===== src/rtl/fail_tally_pkg.sv =====
package fail_tally_pkg;
   typedef enum logic {
      SEL_LO = 1'b0,
      SEL_HI = 1'b1
   } word_sel_e;
endpackage


===== src/rtl/fail_popcount.sv =====
module fail_popcount #(
   parameter int LANES = 4,
   parameter int SUM_W = $clog2(LANES + 1)
) (
   input  logic [LANES-1:0] strobe,
   output logic [SUM_W-1:0] total
);
   logic [SUM_W-1:0] partial [LANES+1];

   assign partial[0] = '0;

   for (genvar i = 0; i < LANES; i++) begin : g_lane
      assign partial[i+1] = partial[i] + SUM_W'(strobe[i]);
   end

   assign total = partial[LANES];
endmodule


===== src/rtl/fail_accum.sv =====
module fail_accum #(
   parameter int CNT_W = 32,
   parameter int SUM_W = 3
) (
   input  logic             clk,
   input  logic             rst_n,
   input  logic             clr,
   input  logic             load,
   input  logic [CNT_W-1:0] load_val,
   input  logic [SUM_W-1:0] inc,
   output logic [CNT_W-1:0] count
);
   if (SUM_W > CNT_W) begin : g_bad_width
      $error("fail_accum: increment wider than counter");
   end

   always_ff @(posedge clk) begin
      if (!rst_n)     count <= '0;
      else if (clr)   count <= '0;
      else if (load)  count <= load_val;
      else            count <= count + CNT_W'(inc);
   end
endmodule


===== src/rtl/fail_stage.sv =====
module fail_stage #(
   parameter int CNT_W = 32,
   parameter int BUS_W = 16
) (
   input  logic             clk,
   input  logic             rst_n,
   input  logic             snap_en,
   input  logic [CNT_W-1:0] live,
   input  logic             stage_en,
   input  logic [BUS_W-1:0] stage_din,
   output logic [CNT_W-1:0] snap,
   output logic [BUS_W-1:0] stage
);
   always_ff @(posedge clk) begin
      if (!rst_n)       snap <= '0;
      else if (snap_en) snap <= live;
   end

   always_ff @(posedge clk) begin
      if (!rst_n)        stage <= '0;
      else if (stage_en) stage <= stage_din;
   end
endmodule


===== src/rtl/fail_tally.sv =====
module fail_tally #(
   parameter int LANES = 4,
   parameter int CNT_W = 32,
   parameter int BUS_W = 16
) (
   input  logic             clk,
   input  logic             rst_n,
   input  logic             clr,
   input  logic [LANES-1:0] fail_vec,
   input  logic             rd_en,
   input  logic             wr_en,
   input  logic             addr,
   input  logic [BUS_W-1:0] wr_data,
   output logic [BUS_W-1:0] rd_data
);
   import fail_tally_pkg::*;

   localparam int SUM_W = $clog2(LANES + 1);

   if (CNT_W != 2 * BUS_W) begin : g_bad_split
      $error("fail_tally: counter must be exactly two bus words");
   end
   if (LANES < 1) begin : g_bad_lanes
      $error("fail_tally: at least one fail lane required");
   end

   word_sel_e        sel;
   logic             rd_lo, rd_hi, wr_lo, wr_hi;
   logic [SUM_W-1:0] inc;
   logic [CNT_W-1:0] count_q;
   logic [CNT_W-1:0] snap_q;
   logic [BUS_W-1:0] stage_q;
   logic [BUS_W-1:0] rd_q;

   assign sel   = word_sel_e'(addr);
   assign rd_lo = rd_en && (sel == SEL_LO);
   assign rd_hi = rd_en && (sel == SEL_HI);
   assign wr_lo = wr_en && (sel == SEL_LO);
   assign wr_hi = wr_en && (sel == SEL_HI);

   fail_popcount #(.LANES(LANES), .SUM_W(SUM_W)) u_pop (
      .strobe (fail_vec),
      .total  (inc)
   );

   fail_accum #(.CNT_W(CNT_W), .SUM_W(SUM_W)) u_acc (
      .clk      (clk),
      .rst_n    (rst_n),
      .clr      (clr),
      .load     (wr_hi),
      .load_val ({wr_data, stage_q}),
      .inc      (inc),
      .count    (count_q)
   );

   fail_stage #(.CNT_W(CNT_W), .BUS_W(BUS_W)) u_stage (
      .clk       (clk),
      .rst_n     (rst_n),
      .snap_en   (rd_lo),
      .live      (count_q),
      .stage_en  (wr_lo),
      .stage_din (wr_data),
      .snap      (snap_q),
      .stage     (stage_q)
   );

   always_ff @(posedge clk) begin
      if (!rst_n)     rd_q <= '0;
      else if (rd_hi) rd_q <= snap_q[CNT_W-1 -: BUS_W];
      else if (rd_lo) rd_q <= count_q[BUS_W-1:0];
   end

   assign rd_data = rd_q;
endmodule


===== config.mk =====
export PLATFORM = sky130hd
export DESIGN_NAME = fail_tally
export DESIGN_NICKNAME = d
export VERILOG_FILES = /design/src/rtl/fail_tally_pkg.sv /design/src/rtl/fail_popcount.sv /design/src/rtl/fail_accum.sv /design/src/rtl/fail_stage.sv /design/src/rtl/fail_tally.sv
export SDC_FILE = /design/constraint.sdc
export NUM_CORES = 1
export LEC_CHECK = 0
export CORE_ASPECT_RATIO = 1.1
export CORE_MARGIN = 8
export CORE_UTILIZATION = 40
export DETAILED_ROUTE_END_ITERATION = 12
export HOLD_SLACK_MARGIN = 0.1
export SETUP_SLACK_MARGIN = 0.1
export SLEW_MARGIN = 20
export SYNTH_ARGS = -nofsm -noshare
export SYNTH_HDL_FRONTEND = slang
export SYNTH_SLANG_ARGS = --single-unit
export TNS_END_PERCENT = 10

===== constraint.sdc =====
create_clock -name clk -period 2.7 [get_ports clk]
set_input_delay 0.27 -clock clk [delete_from_list [all_inputs] [get_ports clk]]
set_output_delay 0.27 -clock clk [all_outputs]
set_load 0.05 [all_outputs]

# ---- Word level (Yosys, flattened, before mapping)
# Index checks and enable logic that the tools add are counted.
dict set report word_totals {
  elab_cells 19
  register_bits 96
  in_bits 26
  out_inout_bits 16
}
dict set report classes {
  mux 3
  reduce_logical 6
  n_bitwise 2
  add_sub_neg 4
}
# operator n
set op_table {}
lappend op_table {{$add 32x3->32} 1}
lappend op_table {{$mux 16} 2}
lappend op_table {{$mux 32} 1}
lappend op_table {{$add 3x1->3} 2}
lappend op_table {{$logic_and 1x1->1} 4}
lappend op_table {{$add 1x1->2} 1}
lappend op_table {{$not 1->1} 2}
lappend op_table {{$reduce_bool 2->1} 1}
lappend op_table {{$reduce_or 2->1} 1}

# ---- Depth between registers and ports, before layout
# Gate-level depths: netlist of run 1.
dict set report logic_depth {
  ltp_word 5
  ltp_mapped 12
}

# ---- Cells and area by module
# From an unflattened synthesis of run 1, not the netlist that was laid out.
dict set report unflattened {
  hier_cells 463
  hier_area_um2 4563.1
}
# mod cells_per_inst instances area_per_inst_um2 seq_area_each_um2
set modules_own_cells {}
lappend modules_own_cells {fail_accum 227 1 1918.1 640.6}
lappend modules_own_cells {fail_stage 155 1 1866.8 960.9}
lappend modules_own_cells {fail_tally 73 1 714.4 320.3}
lappend modules_own_cells {fail_popcount 8 1 63.8 0.0}

# ---- Worst setup path after synthesis of run 1
# No wires, ideal clock.
dict set report synth_path {
  path_kind {input to register}
  start {input port fail_vec[0]}
  end {register u_acc.count[28]}
  setup_slack_ns -0.079
  path_stages 12
  arrival_time_ns 2.646
  setup_time_ns 0.133
  cell_sequence {ha_1 -> inv_1 -> fa_1 -> inv_1 -> ha_1 -> inv_1 -> fa_1 -> nor2b_1 -> o2111ai_1 -> nor4b_1 -> xnor2_1 -> a21oi_1}
}
dict set report synth_between {
  elab_chain_len 5
}
# item line_no
set synth_rtl {}
lappend synth_rtl {{from (decl)} fail_tally.sv:9} ;# input logic [LANES-1:0] fail_vec,
lappend synth_rtl {{$add 1x1->2} fail_popcount.sv:13} ;# assign partial[i+1] = partial[i] + SUM_W'(strobe[i]);
lappend synth_rtl {{$add 3x1->3 (2 in series)} fail_popcount.sv:13}
lappend synth_rtl {{$add 32x3->32} fail_accum.sv:21} ;# else count <= count + CNT_W'(inc);
lappend synth_rtl {{$mux 32} fail_accum.sv:20} ;# else if (load) count <= load_val;
lappend synth_rtl {{to (signal assigned)} fail_accum.sv:20}
lappend synth_rtl {{to (signal assigned)} fail_accum.sv:21}
lappend synth_rtl {{to (decl)} fail_accum.sv:11} ;# output logic [CNT_W-1:0] count
# Every way passes these cells.
# A chain may end at the register's enable or synchronous reset.

# ---- Worst setup path after layout of run 1
dict set report layout_path {
  start {input port fail_vec[1]}
  end {register u_acc.count[31]}
}
# Same word-level chain as after synthesis.

==> flow_results.xml, run 1 <==
<?xml version="1.0" encoding="UTF-8"?>
<metrics>
  <group name="status">
    <metric name="run_status" unit="">finished clean</metric>
  </group>
  <group name="logic_synthesis">
    <metric name="ys_async_sr_fraction" unit="%">0</metric>
    <metric name="synth_cell_type_count" unit="">35</metric>
    <metric name="synth.avg_cell_area" unit="um2">8.41</metric>
    <metric name="mappedNetlistArea" unit="mm2">0.00371</metric>
    <metric name="number_of_nets_in_the_synthesized_netlist" unit="">474</metric>
    <metric name="seq_area_frac_synth" unit="%">43.2</metric>
    <metric name="yosys_top_cell_area_share" unit="%">43.2</metric>
    <metric name="ys_top_cells_by_area" unit="">dfxtp_1 43%, nand2_1 9.3%, a21boi_0 6.5%, xnor2_1 5.9%, o211a_1 4.6%</metric>
    <metric name="post_synth_inst_count" unit="">441</metric>
    <metric name="synth.largest_area_cell" unit="">dfxtp_1</metric>
    <metric name="post_synthesis_mux_area_share" unit="%">3.24</metric>
    <metric name="synth_compound_area_share" unit="%">21.3</metric>
    <metric name="main_combinational_cell_family_by_area_after_synthesis" unit="">compound AO/OA/AOI/OAI gates</metric>
    <metric name="simple_gate_share_of_the_synthesized_area" unit="%">18.0</metric>
    <metric name="synth-main-ff-cell" unit="">dfxtp_1</metric>
    <metric name="synth_adder_area_share" unit="%">2.77</metric>
    <metric name="netlist_top_cells_count" unit="">92 x nand2_1, 80 x dfxtp_1, 32 x a21boi_0</metric>
    <metric name="synth_warnings" unit="">0</metric>
    <metric name="number_of_enable_type_register_cells_in_the_synthesized_netlist" unit="">0</metric>
    <metric name="yosysMostFrequentCell" unit="">nand2_1</metric>
    <metric name="xor_xnor_fraction_of_synth_area" unit="%">6.85</metric>
    <metric name="ys_ff_latch" unit="">80</metric>
  </group>
  <group name="worst_setup_path">
    <metric name="crit_buf_inv" unit="">3</metric>
    <metric name="minimum_setup_slack_among_reg_to_reg_paths" unit="ns">0.42</metric>
    <metric name="worstPathMaxFanout" unit="">3</metric>
    <metric name="crit_arrival" unit="ns">2.83</metric>
    <metric name="rr_startpoint" unit="">u_acc.count[8]</metric>
    <metric name="worstSetupPathType" unit="">primary input to flip-flop</metric>
    <metric name="critical-path-slowest-cell" unit="">or4_4</metric>
    <metric name="critical_path.most_common_cell" unit="">ha_4</metric>
    <metric name="maximum_cell_stage_delay_along_the_critical_path" unit="ns">0.54</metric>
    <metric name="critical_path.startpoint" unit="">fail_vec[1]</metric>
    <metric name="critical_path_required" unit="ns">2.98</metric>
    <metric name="rr_endpoint" unit="">u_acc.count[31]</metric>
    <metric name="setup.worst_path.start_class" unit="">primary input</metric>
    <metric name="cell_count_of_the_worst_reg_to_reg_path" unit="">5</metric>
    <metric name="crit_chain" unit="">buf_6 &gt; ha_4 &gt; inv_2 &gt; fa_2 &gt; inv_2 &gt; ha_4 &gt; ha_4 &gt; a211o_1 &gt; nand2_2 &gt; or4_4 &gt; or3_1 &gt; a31oi_1</metric>
    <metric name="timing.critical_path.max_delay_family" unit="">adder cells</metric>
    <metric name="endpoint_kind" unit="">flip-flop</metric>
    <metric name="endpoint" unit="">u_acc.count[31]</metric>
    <metric name="critical_path_depth" unit="">12</metric>
  </group>
  <group name="pwr">
    <metric name="switching_share" unit="%">26.7</metric>
    <metric name="switchingPower" unit="uW">663</metric>
    <metric name="clkPwrFrac" unit="%">36.2</metric>
    <metric name="sequentialPowerShare" unit="%">50.5</metric>
    <metric name="power-per-cell-area" unit="mW/mm2">531</metric>
    <metric name="p_leak" unit="uW">0.00177</metric>
    <metric name="part_of_the_power_in_combinational_logic" unit="%">13.3</metric>
    <metric name="max-vdd-ir-drop" unit="uV">313</metric>
    <metric name="internal_power" unit="uW">1830</metric>
  </group>
  <group name="drt">
    <metric name="drc_viols" unit="">0</metric>
    <metric name="drt_first_iter_violations" unit="">229</metric>
    <metric name="post_drt_via_cell_ratio" unit="">5.16</metric>
    <metric name="first_pass_iteration_count_of_the_detailed_router" unit="">4</metric>
    <metric name="detail_route.wl_per_cell" unit="um">14.6</metric>
    <metric name="postRouteWirelength" unit="um">8870</metric>
    <metric name="vias" unit="">3136</metric>
    <metric name="ant_nets" unit="">0</metric>
  </group>
  <group name="die">
    <metric name="row_count" unit="">37</metric>
    <metric name="start_util" unit="%">40.5</metric>
    <metric name="core_area" unit="mm2">0.00917</metric>
    <metric name="ioPinCount" unit="">42</metric>
    <metric name="die_h" unit="um">117</metric>
    <metric name="design.die.area" unit="mm2">0.0126</metric>
    <metric name="die_width" unit="um">108</metric>
  </group>
  <group name="timing">
    <metric name="worstMarginPinSlew" unit="ns">0.665</metric>
    <metric name="final.period_utilization" unit="%">94.2</metric>
    <metric name="report.final.slew_viol_count" unit="">0</metric>
    <metric name="hold_viol" unit="">0</metric>
    <metric name="report.final.setup_viol" unit="">0</metric>
    <metric name="maxClockFrequency" unit="GHz">0.393</metric>
    <metric name="period_minus_slack" unit="ns">2.54</metric>
    <metric name="worst_slew_margin_rel" unit="%">55.5</metric>
    <metric name="final.setup_skew" unit="ns">0.00945</metric>
    <metric name="unrepaired_setup_endpoints_after_global_routing" unit="">true</metric>
  </group>
  <group name="clocking">
    <metric name="tritoncts" unit="">built</metric>
    <metric name="path_clk_slew" unit="ns">0.09</metric>
    <metric name="clock_sinks" unit="">80</metric>
    <metric name="cell_chosen_for_the_clock_root" unit="">clkbuf_8</metric>
    <metric name="htree_num_levels" unit="">3</metric>
    <metric name="number_of_buffers_added_by_the_clock_tree_synthesis_step" unit="">9</metric>
    <metric name="cts-root-to-sink-buffers" unit="">2</metric>
    <metric name="clk_latency" unit="ns">0.35</metric>
  </group>
  <group name="cells_and_area">
    <metric name="final.fill_count" unit="">887</metric>
    <metric name="insertedDiodeCount" unit="">0</metric>
    <metric name="post_route_cells_drive_above_1_share" unit="%">13.6</metric>
    <metric name="final_net_count" unit="">519</metric>
    <metric name="post-route-cell-area" unit="mm2">0.00469</metric>
    <metric name="post-route-util" unit="%">51.2</metric>
    <metric name="area_delta_synth_final" unit="%">26.5</metric>
  </group>
  <group name="global_route">
    <metric name="pin_count_of_the_biggest_net_entering_global_routing" unit="">61</metric>
    <metric name="globalRoute.totalOverflow" unit="">0</metric>
    <metric name="grt_usage" unit="%">14.7</metric>
    <metric name="first_global_vias" unit="">2993</metric>
    <metric name="grt_antenna_before_repair" unit="">0</metric>
    <metric name="global_route_wire_length_before_repair" unit="um">14700</metric>
  </group>
  <group name="placed_design">
    <metric name="gp_congestion" unit="">0.831</metric>
    <metric name="hpwl" unit="um">6350</metric>
    <metric name="port_buf_inserts" unit="">41</metric>
    <metric name="post_dp_cell_area" unit="mm2">0.00427</metric>
  </group>
  <group name="job">
    <metric name="timing.max_cap.violations" unit="">0</metric>
  </group>
  <group name="hold_path">
    <metric name="timing.hold.worst.class" unit="">flip-flop to flip-flop</metric>
  </group>
</metrics>
[worst reg2reg max path, delay by kind of cell (launching register included)]
family	cells	cell delay, ns
flops	1	0.44
simple gates	4	1.63
compound gates	1	0.15
[flip-flops by register name, summed over array words and instances (netlist names)]
signal	cells
u_acc.count	32
rd_data	16
u_stage.stage	16
u_stage.snap	16
[logic make-up (layout without fill, tap and decap cells)]
kind of cell / after synthesis / count (layout)
AND/OR/NAND/NOR: 149 / 149
multiplexers: 12 / 12
buffers and inverters: 46 / 96
XOR/XNOR: 29 / 29
adder cells (fa/ha/maj): 7 / 7
AO/OA/AOI/OAI: 118 / 118
flip-flops: 80 / 80
[placed cells by master (no fill, tap or decap), types with 3 or more instances in the layout]
master,synthesis,layout
nor3_1,11,8
ha_4,0,4
dfxtp_1,80,80
a21oi_1,27,27
nor3_2,0,3
clkbuf_8,0,10
o211ai_1,6,6
o211a_1,17,17
buf_4,0,22
nor4_1,5,4
a211oi_1,3,3
inv_1,16,10
inv_2,0,6
clkdlybuf4s50_1,0,37
xnor2_1,25,24
and2_1,4,4
nand2b_1,3,3
mux2i_1,12,12
a21boi_0,32,32
o21ai_0,29,29
nand4_1,5,5
xor2_1,4,4
nand2_1,92,91
buf_6,0,3
nor2_1,9,7
nand3_1,7,7
[per-stage QoR]
stage               total power, uW  setup TNS, ns  setup slack, ns  instances  hold slack (ns)
finish                         2490              0            0.156        608            0.466
global route                   2610              0           0.0668        608            0.478
CTS                            2510              0            0.111        603            0.469
detailed placement             1590         -11.59           -0.592        582            0.456
global placement               1580          -8.95           -0.483        582            0.443
floorplan                      1470              0           0.0620        441            0.379
[what timing repair did]
| item | CTS | global route |
|---|---|---|
| pin swaps | 13 | 12 |
| buffers inserted | 5 | 5 |
| hold buffers | 0 | 0 |
| endpoints found under the setup margin | 24 | 14 |
| resized for setup | 20 | 18 |
[routing by layer]
layer  GRT usage, %  part of all wire [%]
met3           2.68                   5.3
met4           6.39                   1.6
met1           19.5                    47
met5              0                     0
met2           22.8                    46
[area by class of cell]
cell class	instances	area (um2)	area share, %
inverter	16	60.1	1.28
clock inverter	6	67.6	1.44
sequential	80	1600	34.1
timing repair buffer	64	594	12.7
clock buffer	10	138	2.93
multi-input combinational	315	2080	44.4
tap	117	146	3.12
[power by group through the flow]
stage	combinational, uW	sequential [uW]	clock, uW
floorplan	153	1320	0
global placement	301	1280	0
detailed placement	306	1280	0
CTS	327	1260	932
global route	363	1260	984
finish	331	1260	901
[worst min-delay path by stage]
stage | from | end | slack [ns] | cells after the start
after detailed placement | u_stage.stage[3] | u_acc.count[3] | 0.46 | 2
final | u_stage.snap[21] | u_stage.snap[21] | 0.47 | 2
after global placement | u_stage.stage[3] | u_acc.count[3] | 0.44 | 2
after global routing | u_stage.stage[14] | u_stage.stage[14] | 0.48 | 2
after floorplan | wr_data[11] | u_acc.count[27] | 0.38 | 2
after CTS | u_stage.stage[7] | u_stage.stage[7] | 0.47 | 2
(Power assumes the default switching activity.)
==> run 2: changes to the inputs <==
ABC_AREA = 1   (was unset)
GPL_TIMING_DRIVEN = 1   (was unset)
==> run 2 against run 1 <==
- power up 9.0%
- critical path depth up 5
- via count up 22%
- global-route usage up 2.5 points
- first-iteration DRC count down 15%
- clock skew down 0.0036 ns
- sequential share of layout area down 2.5 points
- non-clock buffer count down 10
- combinational power down 2%
- clock-buffer cell count unchanged
- final area up 7.8%
- critical path type unchanged
==> flow_results.xml, run 2 <==
<?xml version="1.0" encoding="UTF-8"?>
<metrics>
  <group name="status">
    <metric name="run_status" unit="">finished clean</metric>
  </group>
  <group name="clocking">
    <metric name="clock_sinks" unit="">80</metric>
    <metric name="number_of_buffers_added_by_the_clock_tree_synthesis_step" unit="">9</metric>
    <metric name="cell_chosen_for_the_clock_root" unit="">clkbuf_16</metric>
    <metric name="path_clk_slew" unit="ns">0.06</metric>
    <metric name="clk_latency" unit="ns">0.35</metric>
    <metric name="cts-root-to-sink-buffers" unit="">2</metric>
    <metric name="postCtsHoldBufs" unit="">0</metric>
    <metric name="htree_num_levels" unit="">3</metric>
    <metric name="tritoncts" unit="">built</metric>
  </group>
  <group name="pwr">
    <metric name="max-vdd-ir-drop" unit="uV">282</metric>
    <metric name="p_leak" unit="uW">0.00220</metric>
    <metric name="power-per-cell-area" unit="mW/mm2">536</metric>
    <metric name="final_total_power" unit="uW">2710</metric>
  </group>
  <group name="die">
    <metric name="design.die.area" unit="mm2">0.0140</metric>
    <metric name="start_util" unit="%">40.7</metric>
    <metric name="die_h" unit="um">123</metric>
    <metric name="core_area" unit="mm2">0.0103</metric>
    <metric name="die_width" unit="um">114</metric>
    <metric name="row_count" unit="">39</metric>
    <metric name="ioPinCount" unit="">42</metric>
  </group>
  <group name="logic_synthesis">
    <metric name="post_synth_inst_count" unit="">632</metric>
    <metric name="ys_top_cells_by_area" unit="">dfxtp_1 38%, nand2_1 12%, inv_1 11%, nor2_1 7.4%, o21ai_0 7.1%</metric>
    <metric name="synth_warnings" unit="">0</metric>
    <metric name="seq_area_frac_synth" unit="%">38.3</metric>
    <metric name="yosysMostFrequentCell" unit="">nand2_1</metric>
    <metric name="ys_ff_latch" unit="">80</metric>
    <metric name="number_of_enable_type_register_cells_in_the_synthesized_netlist" unit="">0</metric>
    <metric name="mappedNetlistArea" unit="mm2">0.00419</metric>
    <metric name="ys_async_sr_fraction" unit="%">0</metric>
    <metric name="synth-main-ff-cell" unit="">dfxtp_1</metric>
    <metric name="netlist_top_cells_count" unit="">134 x nand2_1, 121 x inv_1, 82 x nor2_1</metric>
    <metric name="synth.largest_area_cell" unit="">dfxtp_1</metric>
    <metric name="yosys_top_cell_area_share" unit="%">38.3</metric>
    <metric name="synth_cell_type_count" unit="">30</metric>
    <metric name="synth.avg_cell_area" unit="um2">6.62</metric>
    <metric name="number_of_nets_in_the_synthesized_netlist" unit="">665</metric>
  </group>
  <group name="placed_design">
    <metric name="gp_congestion" unit="">0.926</metric>
    <metric name="port_buf_inserts" unit="">41</metric>
    <metric name="hpwl" unit="um">8760</metric>
  </group>
  <group name="drt">
    <metric name="ant_nets" unit="">0</metric>
    <metric name="postRouteWirelength" unit="um">11400</metric>
    <metric name="post_drt_via_cell_ratio" unit="">4.66</metric>
    <metric name="drc_viols" unit="">0</metric>
    <metric name="vias" unit="">3827</metric>
    <metric name="first_pass_iteration_count_of_the_detailed_router" unit="">4</metric>
    <metric name="drt_first_iter_violations" unit="">195</metric>
    <metric name="detail_route.wl_per_cell" unit="um">13.9</metric>
  </group>
  <group name="global_route">
    <metric name="globalRoute.totalOverflow" unit="">0</metric>
    <metric name="grt_usage" unit="%">17.2</metric>
    <metric name="pin_count_of_the_biggest_net_entering_global_routing" unit="">49</metric>
    <metric name="first_global_vias" unit="">3626</metric>
    <metric name="grt_antenna_before_repair" unit="">0</metric>
    <metric name="global_route_wire_length_before_repair" unit="um">18600</metric>
  </group>
  <group name="worst_setup_path">
    <metric name="critical_path_required" unit="ns">2.95</metric>
    <metric name="setup.worst_path.start_class" unit="">primary input</metric>
    <metric name="endpoint_kind" unit="">flip-flop</metric>
    <metric name="crit_arrival" unit="ns">2.64</metric>
    <metric name="worstPathMaxFanout" unit="">5</metric>
    <metric name="cell_count_of_the_worst_reg_to_reg_path" unit="">13</metric>
    <metric name="worstSetupPathType" unit="">primary input to flip-flop</metric>
    <metric name="minimum_setup_slack_among_reg_to_reg_paths" unit="ns">0.86</metric>
  </group>
  <group name="cells_and_area">
    <metric name="insertedDiodeCount" unit="">0</metric>
    <metric name="largest_register_ff_count" unit="">32</metric>
    <metric name="layout.cells.most_common" unit="">nand2_1</metric>
    <metric name="final_cell_mix" unit="">131 x nand2_1, 118 x inv_1, 82 x nor2_1</metric>
    <metric name="final_net_count" unit="">708</metric>
    <metric name="post_route_cells_drive_above_1_share" unit="%">8.85</metric>
    <metric name="post-route-util" unit="%">49.1</metric>
    <metric name="area_delta_synth_final" unit="%">20.8</metric>
    <metric name="largest-register" unit="">u_acc.count</metric>
    <metric name="final.fill_count" unit="">1057</metric>
  </group>
  <group name="timing">
    <metric name="worstMarginPinSlew" unit="ns">0.634</metric>
    <metric name="final.period_utilization" unit="%">88.6</metric>
    <metric name="maxClockFrequency" unit="GHz">0.418</metric>
    <metric name="worst_slew_margin_rel" unit="%">57.7</metric>
    <metric name="hold_viol" unit="">0</metric>
    <metric name="unrepaired_setup_endpoints_after_global_routing" unit="">false</metric>
    <metric name="final.setup_skew" unit="ns">0.00589</metric>
    <metric name="period_minus_slack" unit="ns">2.39</metric>
    <metric name="report.final.setup_viol" unit="">0</metric>
    <metric name="report.final.slew_viol_count" unit="">0</metric>
  </group>
  <group name="job">
    <metric name="timing.max_cap.violations" unit="">0</metric>
  </group>
  <group name="hold_path">
    <metric name="timing.hold.worst_path_depth" unit="">2</metric>
    <metric name="timing.hold.worst.class" unit="">flip-flop to flip-flop</metric>
  </group>
</metrics>
-- run 2: changes by cell type in the layout (fill, tap and decap cells not counted), sizes merged, moves of 17 or more --
cell    before  now
xnor2       25    0
o211a       17    0
nand3        7   24
nor2         9   95
a21oi       27   45
inv         17  122
a21boi      32    0
nand2       92  140
o21ai       29   61
-- run 2: logic make-up (layout without fill, tap and decap cells) --
group | after synthesis | count (layout) | synth area share, %
flops | 80 | 80 | 38.3
compound gates | 123 | 123 | 15.9
buf+inv | 146 | 192 | 13.9
fa+ha+maj | 7 | 7 | 2.45
xor+xnor | 8 | 8 | 1.67
simple gates | 268 | 268 | 27.8
-- run 2: final timing paths --
path / to / from
worst max-delay path: u_acc.count[16] / fail_vec[2]
worst min-delay path: u_stage.snap[23] / u_stage.snap[23]
worst max register to register: u_acc.count[16] / u_acc.count[0]
worst min register to register: u_stage.snap[23] / u_stage.snap[23]
-- run 2: routing by layer --
layer	GRT usage (%)	routed length, um	vias up
met1	23.2	5660	1693
met5	0	0	-
met4	7.00	225	0
li1	-	-	2039
met3	3.32	623	17
met2	26.5	4890	78
-- run 2: layout make-up --
cell class              instances  area, um2  share of cell area (%)
inverters                     124        465                    9.21
flip-flops and latches         80       1600                    31.7
clock inverters                 4       22.5                   0.445
well taps                     143        179                    3.54
clock buffers                  10        239                    4.73
multi-input cells             406       2040                    40.3
repair buffers                 54        513                    10.1
-- run 2: power breakdown --
part	switching (uW)	total (uW)	internal (uW)
combinational	198	325	127
clock	485	1120	632
sequential	35.0	1270	1240
total	717	2710	1990
-- run 2: what timing repair did --
| action | CTS | global route |
|---|---|---|
| resized for setup | 4 | 9 |
| buffers inserted | 2 | 1 |
| endpoints found under the setup margin | 8 | 24 |
| pin swaps | 4 | 8 |
-- run 2: worst max-delay path, stage by stage --
cell and delay (ns):
clkdlybuf4s50_1 0.45, inv_1 0.05, fa_1 0.46, inv_1 0.07, ha_2 0.17, inv_2 0.04
fa_2 0.36, inv_2 0.07, nand2_2 0.06, nand2_4 0.10, nand2_2 0.10, nor2_4 0.14
nand2_1 0.06, nand2_1 0.05, nand3_1 0.06, nand2_1 0.08, inv_1 0.04
-- run 2: metrics by stage --
step / hold WS [ns] / instance area [um2] / TNS, ns / setup slack, ns / instances
2_1_floorplan: 0.418 / 4190 / 0 / 0.232 / 632
3_3_place_gp: 0.440 / 4740 / -4.64 / -0.332 / 804
3_5_place_dp: 0.445 / 4740 / -5.63 / -0.390 / 804
4_1_cts: 0.454 / 5020 / 0 / 0.105 / 820
5_1_grt: 0.476 / 5060 / 0 / 0.122 / 821
6_report: 0.455 / 5060 / 0 / 0.308 / 821
==> run 3: changes to the inputs <==
CTS_CLUSTER_DIAMETER = 150   (was unset)
SETUP_SLACK_MARGIN = 0.5   (was 0.1)
==> run 3 against run 2 <==
- sequential share of layout area down 0.47 points
- sequential power about the same
- clock skew down 0.00087 ns
- global-route usage down 0.22 points
- critical path depth unchanged
- worst setup slack better by 0.17 ns
- routed wire length down 1.3%
- highest routed layer unchanged
==> flow_results.xml, run 3 (same netlist as run 2, synthesis figures left out) <==
<?xml version="1.0" encoding="UTF-8"?>
<metrics>
  <group name="cells_and_area">
    <metric name="final_cell_mix" unit="">130 x nand2_1, 118 x inv_1, 82 x nor2_1</metric>
    <metric name="final.fill_count" unit="">1075</metric>
    <metric name="layout.cells.most_common" unit="">nand2_1</metric>
    <metric name="post-route-cell-area" unit="mm2">0.00513</metric>
    <metric name="final_net_count" unit="">706</metric>
    <metric name="fin_cells" unit="">821</metric>
    <metric name="insertedDiodeCount" unit="">0</metric>
    <metric name="area_delta_synth_final" unit="%">22.6</metric>
    <metric name="largest-register" unit="">u_acc.count</metric>
    <metric name="largest_register_ff_count" unit="">32</metric>
    <metric name="post_route_cells_drive_above_1_share" unit="%">9.14</metric>
  </group>
  <group name="worst_setup_path">
    <metric name="crit_chain" unit="">buf_6 &gt; ha_4 &gt; inv_2 &gt; fa_1 &gt; inv_1 &gt; ha_2 &gt; inv_2 &gt; fa_2 &gt; inv_2 &gt; nand2_2 &gt; nand2_4 &gt; nand2_4 &gt; nor2_4 &gt; xor2_1 &gt; nand2_1 &gt; nand2_1 &gt; inv_1</metric>
    <metric name="critical-path-slowest-cell" unit="">fa_1</metric>
    <metric name="critical_path_depth" unit="">17</metric>
    <metric name="rr_endpoint" unit="">u_acc.count[14]</metric>
    <metric name="timing.critical_path.max_delay_family" unit="">adder cells</metric>
    <metric name="setup.worst_path.start_class" unit="">primary input</metric>
    <metric name="endpoint_kind" unit="">flip-flop</metric>
    <metric name="maximum_cell_stage_delay_along_the_critical_path" unit="ns">0.43</metric>
    <metric name="critical_path.most_common_cell" unit="">inv_2</metric>
    <metric name="worstPathMaxFanout" unit="">6</metric>
    <metric name="rr_startpoint" unit="">u_acc.count[0]</metric>
    <metric name="crit_arrival" unit="ns">2.45</metric>
    <metric name="cell_count_of_the_worst_reg_to_reg_path" unit="">12</metric>
    <metric name="minimum_setup_slack_among_reg_to_reg_paths" unit="ns">0.85</metric>
    <metric name="crit_buf_inv" unit="">6</metric>
    <metric name="critical_path_required" unit="ns">2.93</metric>
    <metric name="worstSetupPathType" unit="">primary input to flip-flop</metric>
  </group>
  <group name="die">
    <metric name="core_area" unit="mm2">0.0103</metric>
    <metric name="start_util" unit="%">40.7</metric>
    <metric name="row_count" unit="">39</metric>
    <metric name="die_h" unit="um">123</metric>
    <metric name="design.die.area" unit="mm2">0.0140</metric>
    <metric name="die_width" unit="um">114</metric>
    <metric name="ioPinCount" unit="">42</metric>
  </group>
  <group name="timing">
    <metric name="maxClockFrequency" unit="GHz">0.450</metric>
    <metric name="final.setup_skew" unit="ns">0.00502</metric>
    <metric name="report.final.slew_viol_count" unit="">0</metric>
    <metric name="hold_viol" unit="">0</metric>
    <metric name="hold_ws" unit="ns">0.450</metric>
    <metric name="final.period_utilization" unit="%">82.4</metric>
    <metric name="worst_slew_margin_rel" unit="%">55.3</metric>
    <metric name="report.final.setup_viol" unit="">0</metric>
    <metric name="postLayoutSetupSlackWorst" unit="ns">0.476</metric>
    <metric name="period_minus_slack" unit="ns">2.22</metric>
    <metric name="worstMarginPinSlew" unit="ns">0.669</metric>
    <metric name="unrepaired_setup_endpoints_after_global_routing" unit="">true</metric>
  </group>
  <group name="placed_design">
    <metric name="dp_slack" unit="ns">-0.289</metric>
    <metric name="gp_congestion" unit="">0.939</metric>
    <metric name="dpl.cell_count" unit="">803</metric>
    <metric name="hpwl" unit="um">8630</metric>
    <metric name="port_buf_inserts" unit="">41</metric>
    <metric name="post_dp_cell_area" unit="mm2">0.00476</metric>
  </group>
  <group name="global_route">
    <metric name="grt_usage" unit="%">17.0</metric>
    <metric name="global_route_wire_length_before_repair" unit="um">18700</metric>
    <metric name="grt_antenna_before_repair" unit="">0</metric>
    <metric name="globalRoute.totalOverflow" unit="">0</metric>
    <metric name="pin_count_of_the_biggest_net_entering_global_routing" unit="">49</metric>
    <metric name="first_global_vias" unit="">3619</metric>
  </group>
  <group name="hold_path">
    <metric name="timing.hold.worst.class" unit="">flip-flop to flip-flop</metric>
    <metric name="hold-path-endpoint" unit="">u_stage.snap[25]</metric>
    <metric name="holdCritStartpoint" unit="">u_stage.snap[25]</metric>
    <metric name="timing.hold.worst_path_depth" unit="">2</metric>
  </group>
  <group name="clocking">
    <metric name="number_of_buffers_added_by_the_clock_tree_synthesis_step" unit="">9</metric>
    <metric name="cts-root-to-sink-buffers" unit="">2</metric>
    <metric name="clock_sinks" unit="">80</metric>
    <metric name="path_clk_slew" unit="ns">0.06</metric>
    <metric name="tritoncts" unit="">built</metric>
    <metric name="htree_num_levels" unit="">3</metric>
    <metric name="clk_latency" unit="ns">0.33</metric>
    <metric name="cell_chosen_for_the_clock_root" unit="">clkbuf_16</metric>
  </group>
  <group name="pwr">
    <metric name="max-vdd-ir-drop" unit="uV">262</metric>
    <metric name="clkPwrFrac" unit="%">45.8</metric>
    <metric name="switching_share" unit="%">23.6</metric>
    <metric name="switchingPower" unit="uW">696</metric>
    <metric name="p_leak" unit="uW">0.00225</metric>
    <metric name="internal_power" unit="uW">2250</metric>
    <metric name="final_total_power" unit="uW">2950</metric>
    <metric name="part_of_the_power_in_combinational_logic" unit="%">11.0</metric>
    <metric name="power-per-cell-area" unit="mW/mm2">574</metric>
    <metric name="sequentialPowerShare" unit="%">43.1</metric>
  </group>
  <group name="drt">
    <metric name="postRouteWirelength" unit="um">11300</metric>
    <metric name="drc_viols" unit="">0</metric>
    <metric name="first_pass_iteration_count_of_the_detailed_router" unit="">4</metric>
    <metric name="ant_nets" unit="">0</metric>
    <metric name="post_drt_via_cell_ratio" unit="">4.61</metric>
    <metric name="detail_route.wl_per_cell" unit="um">13.7</metric>
    <metric name="drt_first_iter_violations" unit="">187</metric>
    <metric name="vias" unit="">3784</metric>
  </group>
  <group name="job">
    <metric name="timing.max_cap.violations" unit="">0</metric>
  </group>
  <group name="status">
    <metric name="run_status" unit="">finished clean</metric>
  </group>
</metrics>
[run 3: what timing repair did]
item / in CTS / in global routing
setup endpoints to repair: 30 / 29
resized for setup: 12 / 7
endpoints found under the hold margin: 0 / 0
hold buffers: 0 / 0
pin swaps: 11 / 6
buffers inserted: 1 / 1
gates cloned: 0 / 0
[run 3: worst max-delay path by stage]
stage / from / to / slack (ns)
finish: fail_vec[0] / u_acc.count[14] / 0.48
global route: fail_vec[0] / u_acc.count[14] / 0.34
CTS: fail_vec[0] / u_acc.count[10] / 0.41
detailed placement: fail_vec[0] / u_acc.count[10] / -0.29
global placement: fail_vec[0] / u_acc.count[10] / -0.23
floorplan: fail_vec[1] / u_acc.count[10] / 0.33
[run 3: worst min-delay path, delay by kind of cell (launching register included)]
family / cells / cell delay (ns)
DFF: 1 / 0.30
buffers and inverters: 1 / 0.06
AOI/OAI and AO/OA: 1 / 0.05
[run 3: routing by layer]
metal | up-vias | part of all wire (%) | GRT usage (%)
met5 | - | 0 | 0
met1 | 1675 | 51 | 23.3
met3 | 6 | 4.6 | 2.78
met2 | 67 | 44 | 26.4
li1 | 2036 | - | -
met4 | 0 | 0.62 | 6.00
[run 3: power by group through the flow]
stage	clock network, uW	registers (uW)	logic, uW
global placement	0	1300	316
detailed placement	0	1300	322
CTS	1380	1270	324
floorplan	0	1310	190
global route	1430	1280	366
finish	1350	1270	325
[run 3: final cells by class]
| type | instances | area (um2) | area share, % |
|---|---|---|---|
| multi-input combinational | 406 | 2060 | 40.1 |
| timing repair buffer | 52 | 493 | 9.61 |
| tap | 143 | 179 | 3.49 |
| inverter | 124 | 465 | 9.07 |
| clock buffer | 14 | 274 | 5.34 |
| sequential | 80 | 1600 | 31.2 |
| clock inverter | 2 | 60.1 | 1.17 |
[run 3: per-stage QoR]
| stage | utilization, % | TNS, ns |
|---|---|---|
| floorplan | - | 0 |
| global placement | 46.2 | -4.15 |
| detailed placement | 46.2 | -5.54 |
| CTS | 49.5 | 0 |
| global route | 49.8 | 0 |
| finish | 49.8 | 0 |
